### config.mk
export PLATFORM = sky130hd
export DESIGN_NAME = wdog_two_stage
export DESIGN_NICKNAME = d
export VERILOG_FILES = /design/src/rtl/wdog_two_stage.sv
export SDC_FILE = /design/constraint.sdc
export NUM_CORES = 1
export LEC_CHECK = 0
export BUFFER_PORTS_ARGS = -buffer_cell sky130_fd_sc_hd__buf_2
export CORE_ASPECT_RATIO = 0.5
export CORE_UTILIZATION = 60
export DETAILED_ROUTE_END_ITERATION = 10
export PLACE_DENSITY_LB_ADDON = 0.25
export RECOVER_POWER = 25
export SETUP_SLACK_MARGIN = 0.3
export SYNTH_ARGS = -nofsm -noshare
export SYNTH_HDL_FRONTEND = slang
export SYNTH_SLANG_ARGS = --single-unit
### constraint.sdc
create_clock -name clk -period 4.3 [get_ports clk]
set_clock_uncertainty 0.15 [all_clocks]
set_input_delay 0.215 -clock clk [delete_from_list [all_inputs] [get_ports clk]]
set_output_delay 0.215 -clock clk [all_outputs]
set_load 0.02 [all_outputs]
### src/rtl/wdog_two_stage.sv
module wdog_two_stage #(
  parameter int PRE_BITS  = 12,
  parameter int STG_BITS  = 3,
  parameter int SW        = 2,
  parameter int DLY_TICKS = 512
) (
  input  logic          clk,
  input  logic          rst_n,
  input  logic          rc_tick,
  input  logic [SW-1:0] sel,
  input  logic          irq_en,
  input  logic          rst_en,
  input  logic          restart,
  input  logic          irq_clr,
  input  logic          rst_clr,
  output logic          irq_flag,
  output logic          irq_req,
  output logic          rst_flag,
  output logic          wd_reset,
  output logic          rc_keep_on
);
  localparam int NSTG = (1 << SW) - 1;
  localparam int CW   = PRE_BITS + NSTG * STG_BITS;
  localparam int DW   = $clog2(DLY_TICKS);

  logic [CW-1:0] cnt;
  logic [DW-1:0] dly;
  logic          dly_run;
  logic [SW-1:0] sel_q;
  logic [CW:0]   tap_oh;
  logic [CW-1:0] tap_end;
  logic          clr_all, timeout, dly_end, fire;

  assign tap_oh  = {{CW{1'b0}}, 1'b1} << (PRE_BITS + STG_BITS * int'(sel));
  assign tap_end = CW'(tap_oh - 1'b1);
  assign clr_all = restart || (sel != sel_q);
  assign timeout = rc_tick && (cnt == tap_end);
  assign dly_end = rc_tick && dly_run && (dly == DW'(DLY_TICKS - 1));
  assign fire    = dly_end && rst_en;

  assign irq_req    = irq_flag && irq_en;
  assign rc_keep_on = irq_en || rst_en;

  always_ff @(posedge clk or negedge rst_n) begin
    if (!rst_n) begin
      cnt      <= '0;
      dly      <= '0;
      dly_run  <= 1'b0;
      sel_q    <= '0;
      wd_reset <= 1'b0;
      irq_flag <= 1'b0;
      rst_flag <= 1'b0;
    end else begin
      sel_q    <= sel;
      wd_reset <= 1'b0;
      if (clr_all) begin
        cnt     <= '0;
        dly     <= '0;
        dly_run <= 1'b0;
      end else begin
        if (fire)         cnt <= '0;
        else if (rc_tick) cnt <= timeout ? '0 : cnt + 1'b1;

        if (dly_end) begin
          dly_run <= 1'b0;
          dly     <= '0;
        end else if (rc_tick && dly_run) begin
          dly <= dly + 1'b1;
        end else if (timeout) begin
          dly_run <= 1'b1;
          dly     <= '0;
        end
        wd_reset <= fire;
      end
      irq_flag <= (timeout && !clr_all) || (irq_flag && !irq_clr);
      rst_flag <= (fire && !clr_all) || (rst_flag && !rst_clr);
    end
  end
endmodule

After elaboration in Yosys (flattened, before gate mapping)
Cells that the tools add are included.
{"block": "op_classes", "add_sub_neg": 4, "mul": 1, "eq_ne": 4, "shift": 1, "muxes": 13, "n_reduce_logical": 20}
{"op": "$mux 21", "count": 4}
{"op": "$mux 9", "count": 4}
{"op": "$add 21x1->21 const B", "count": 1}
{"op": "$eq 21x21->1", "count": 1}
{"op": "$shl 1x5->21 const A", "count": 1}
{"op": "$sub 21x1->21 const B", "count": 1}
{"op": "$add 9x1->9 const B", "count": 1}
{"op": "$eq 9x9->1 const B", "count": 1}
{"op": "$logic_and 1x1->1", "count": 9}
{"op": "$reduce_bool 3->1", "count": 2}
{"op": "$add 4x4->5 const A", "count": 1}
{"op": "$mux 1", "count": 5}
{"op": "$logic_or 1x1->1", "count": 4}
{"op": "$mul 2x2->4 const A", "count": 1}
{"op": "$reduce_bool 4->1", "count": 1}
{"op": "$logic_not 1->1", "count": 3}
{"op": "$ne 3x3->1 const B", "count": 1}
{"op": "$ne 2x2->1", "count": 1}
{"op": "$reduce_and 2->1", "count": 1}
{"block": "totals", "reg_bits": 36, "in_bits": 10, "output_inout_bits": 5, "word_cells": 50}

Depth between registers and ports, before layout
{"block": "depth", "ltp_word": 10, "depth_mapped": 10, "depth_no_buf": 9}

Worst setup path before layout
OpenSTA, ideal clock, no wires.
{"block": "synth_timing", "path_kind": "register -> register", "start": "register dly[2]", "end": "register cnt[10]", "setup_ns": 0.121, "arrival_ns": 1.980, "required_time_ns": 4.029, "path_slack_ns": 2.048, "stages_incl_launch_ff": 11, "path_buffers": 2, "synth_period_minus_slack_ns": 2.252, "cell_sequence": "dfrtp_1 -> and3_1 -> nand3_1 -> nor2_1 -> ha_1 -> clkbuf_1 -> and3_1 -> nand2_1 -> nand3_1 -> buf_2 -> nor2_1"}
{"block": "synth_between", "elab_chain_len": 5, "word_cells_on_any_way": 6, "cone_classes": "eq/ne: 1; mux: 2; reduce/logical: 3"}
{"item": "start, declared", "line_no": "27", "source": "logic [DW-1:0] dly;"}
{"item": "start signal, assigned", "line_no": "68", "source": "dly <= dly + 1'b1;"}
{"item": "$eq 9x9->1 (*)", "line_no": "38", "source": "assign dly_end = rc_tick && dly_run && (dly == DW'(DLY_TICKS - 1));"}
{"item": "$logic_and 1x1->1 (*)", "line_no": "38"}
{"item": "$logic_and 1x1->1 (*)", "line_no": "39", "source": "assign fire = dly_end && rst_en;"}
{"item": "$mux 21", "line_no": "61", "source": "if (fire) cnt <= '0;"}
{"item": "$mux 21", "line_no": "56", "source": "if (clr_all) begin"}
{"item": "end signal, assigned", "line_no": "62", "source": "else if (rc_tick) cnt <= timeout ? '0 : cnt + 1'b1;"}
{"item": "end, declared", "line_no": "26", "source": "logic [CW-1:0] cnt;"}
Every way passes the cells marked *; elsewhere a longest branch is shown, timed or not.
A chain may end at the register's enable or synchronous reset.

Worst setup path in the final report
{"block": "layout_timing", "start": "input port sel[0]", "end": "register cnt[15]"}
{"block": "layout_between", "elab_chain_len": 10, "word_cells_on_any_way": 13, "cone_classes": "add/sub: 2; mul: 1; eq/ne: 2; shift: 1; mux: 4; reduce/logical: 3"}
{"item": "start, declared", "line_no": "10", "source": "input logic [SW-1:0] sel,"}
{"item": "$mul 2x2->4", "line_no": "34", "source": "assign tap_oh = {{CW{1'b0}}, 1'b1} << (PRE_BITS + STG_BITS * int'(sel));"}
{"item": "$add 4x4->5", "line_no": "34"}
{"item": "$shl 1x5->21", "line_no": "34"}
{"item": "$sub 21x1->21", "line_no": "35", "source": "assign tap_end = CW'(tap_oh - 1'b1);"}
{"item": "$eq 21x21->1", "line_no": "37", "source": "assign timeout = rc_tick && (cnt == tap_end);"}
{"item": "$logic_and 1x1->1", "line_no": "37"}
{"item": "$mux 21 (2 in series)", "line_no": "62"}
{"item": "$mux 21", "line_no": "61"}
{"item": "$mux 21", "line_no": "56"}
Parallel ways exist; a longest one is shown, timed or not. The select of a mux whose other input is x is not followed.

==> results.py <==
metrics = {
    "route": {
        "routed_via_density": 6.524,
        "wl_per_cell_microns": 17.71,
        "met3WireLength_microns": 377,
        "topRoutingLayerUsed": "met4",
        "wl_microns": 5241,
        "drt_iter0_drc": 294,
        "first_pass_iters": 5,
        "drc": 0,
        "wl_met1_microns": 2393,
        "met2_length_microns": 2349,
        "vias": 1931,
        "drtAntennaViolNets": 0,
    },
    "critical_path": {
        "reg2reg_from": "cnt[0]",
        "cp-start-kind": "primary input",
        "path_max_fanout": 15,
        "path_class": "primary input to flip-flop",
        "rrSetupSlack_ns": 1.16,
        "cp-end-kind": "flip-flop",
        "r2r_cells": 6,
        "r2r-end": "cnt[15]",
        "critPathRequiredTime_ns": 4.29,
        "crit_start": "sel[0]",
        "cp.arrival_ns": 3.34,
    },
    "floorplanning": {
        "coreArea_sq_um": 3188,
        "io_pins": 15,
        "die_y_microns": 44.22,
        "die_area_sq_um": 3821,
        "fp-row-count": 14,
        "initial_core_util_pct": 67.07,
        "fp.dieW_microns": 86.43,
    },
    "clock_network": {
        "h-tree-depth": 2,
        "clock_latency_ns": 0.29,
        "cts_buffers": 5,
        "clockBufferDepth": 2,
        "cts_setup_buffers": 0,
        "cts.sinks": 36,
        "cts_tree": "done",
        "clk_pin_slew_ns": 0.08,
        "cts_root_buffer": "clkbuf_8",
    },
    "sta": {
        "rsz0062_at_grt": "no",
        "tightest_slew_ns": 1.938,
        "fin_crit_sh_pct": 77.70,
        "tns_ns": 0,
        "hold_violations": 0,
        "fin_crit_ns": 3.341,
        "slew_violations": 37,
        "final-setup-viol-count": 0,
        "whs_ns": 0.1085,
        "worst_slew_margin_rel_pct": -29.22,
        "clock.fmax_mhz": 299.3,
    },
    "place": {
        "numPortBuffers": 14,
        "placed_area_sq_um": 2227,
        "hpwl_microns": 3599,
        "routabilityCongestion": 0.9365,
        "dp.cells": 284,
    },
    "final_layout": {
        "nFillCells": 233,
        "area_delta_synth_final_pct": 11.47,
        "final_cell_area_sq_um": 2384,
        "fin_nets": 260,
        "drive_gt1_share_pct": 10.89,
        "fin_util_pct": 74.76,
        "ff_latch_area_sq_um": 900.9,
        "instances_no_fill": 296,
        "diodes": 0,
        "multi_input_area_sq_um": 1162,
    },
    "global_route": {
        "antenna_found_initial": 0,
        "grt_max_degree": 37,
        "grt_usage_pct": 30.93,
        "grt_pass1_wl_microns": 8687,
        "grt_overflow_total": 0,
        "grt_pass1_vias": 1712,
    },
    "run": {
        "maxCapViolations": 1,
    },
    "yosys": {
        "seq_area_frac_synth_pct": 42.13,
        "synth_largest_area_cell": "dfrtp_1",
        "synthArstFlopShare_pct": 100.0,
        "syn_avg_cell_area_sq_um": 9.379,
        "synth.distinct_cells": 48,
        "yosys_most_used_dff": "dfrtp_1",
        "synth_edf_count": 0,
        "synth_top_area_share_pct": 42.13,
        "ys_top_cells_by_area": "dfrtp_1 (42%), nor2_1 (4.4%), xor2_1 (4.1%)",
        "yosys_warnings": 0,
        "ys_ff_latch": 36,
        "synth.net_count": 241,
        "synth_cells": 228,
        "syn_area_sq_um": 2138,
    },
    "outcome": {
        "violations": "capacitance limit, slew limit",
        "status": "complete, but fails checks",
    },
    "power": {
        "powerDensity_nw_per_um2": 301.3,
        "peakVddDrop_uv": 185.5,
        "total_leakage_power_nw": 0.8797,
    },
    "min_path": {
        "hold_path_end": "sel_q[1]",
        "hold_depth": 1,
        "hold_path_class": "primary input to flip-flop",
        "hold_start": "sel[1]",
    },
}
synth_stat cells (3+ instances only):
cell type   n
a21oi_1     5
a31oi_1     4
and3_1      7
clkbuf_1    3
dfrtp_1    36
ha_1        3
inv_1       7
mux2i_1     3
nand2_1    18
nand3_1    17
nand3b_1    3
nand4_1     5
nand4b_1    3
nor2_1     25
nor3_1     12
nor4_1      4
o2111ai_1   3
o211ai_1    8
o21ai_0     7
or4_1       3
xnor2_1     6
xor2_1     10
placed cells by master (no fill, tap or decap), drive strengths merged, types with 2 or more instances in the layout:
master,synthesis,final
o21ai,7,7
a31o,2,2
clkbuf,5,15
or3,2,2
xor2,10,10
a21oi,5,5
o211ai,8,8
inv,7,7
o22ai,2,2
nand2,18,18
a31oi,4,4
and2,4,4
nand3,17,17
a2111o,2,2
or4,4,4
a32oi,2,2
xnor2,6,6
mux2i,3,3
nand3b,3,3
ha,3,3
o2111ai,4,4
nand4,5,5
nand4b,3,3
dfrtp,36,36
a211oi,2,2
buf,2,7
dlygate4sd3,0,4
nor3,13,13
nor2,25,25
and3,7,7
nand2b,2,2
nor4,4,4
metal layers:
layer / track usage (%) / vias up
met1: 44.58 / 935
met4: 13.00 / 0
met3: 7.649 / 17
li1: - / 899
met5: 0 / -
met2: 45.08 / 80
sequential cells by signal, indices dropped and copies added (netlist names):
signal    count
cnt          21
dly           9
dly_run       1
irq_flag      1
rst_flag      1
sel_q         2
wd_reset      1
worst max-delay path, cell delays in order:
cell and delay [ns]:
dlygate4sd3_1 0.53, clkbuf_1 0.19, or4_4 0.58, a211oi_4 0.38, o2111ai_1 0.54, nand3_1 0.71, o211ai_1 0.17
through the flow:
stage / worst slack [ns] / total power, W
floorplan: 2.048 / 0.0003717
global placement: 1.331 / 0.0003878
detailed placement: 1.240 / 0.0003890
CTS: 1.009 / 0.0007182
global route: 0.8016 / 0.0007372
finish: 0.9591 / 0.0007182
layout make-up:
class / count / share of cell area [%]
tap: 48 / 2.520
multi-input combinational: 178 / 48.77
sequential: 36 / 37.80
inverter: 7 / 1.102
clock buffer: 7 / 4.042
clock inverter: 1 / 1.260
timing repair buffer: 19 / 4.514
kinds of logic (layout without fill, tap and decap cells):
group | Yosys count | after routing | share of synthesized area, %
AO/OA/AOI/OAI | 46 | 46 | 17.55
XOR/XNOR | 16 | 16 | 6.553
adder cells (fa/ha/maj) | 3 | 3 | 1.756
buffers and inverters | 14 | 34 | 3.511
flip-flops | 36 | 36 | 42.13
multiplexers | 3 | 3 | 1.404
AND/OR/NAND/NOR | 110 | 110 | 27.09
power breakdown:
part           switching (W)  leakage [nW]  internal, W
logic              0.0000312         0.317    0.0000132
registers        0.000000993         0.498     0.000340
clock network       0.000128        0.0645     0.000205
total               0.000161         0.880     0.000558
repair_timing:
item,CTS,global route
resized for setup,0,0
hold buffers,4,0
endpoints found under the hold margin,39,0
worst max-delay path by stage:
stage	end	slack, ns
global route	cnt[15]	0.80
finish	cnt[15]	0.96
global placement	cnt[15]	1.33
CTS	cnt[15]	1.01
detailed placement	cnt[15]	1.24
floorplan	cnt[10]	2.05
Power figures use the tool's default switching activity.
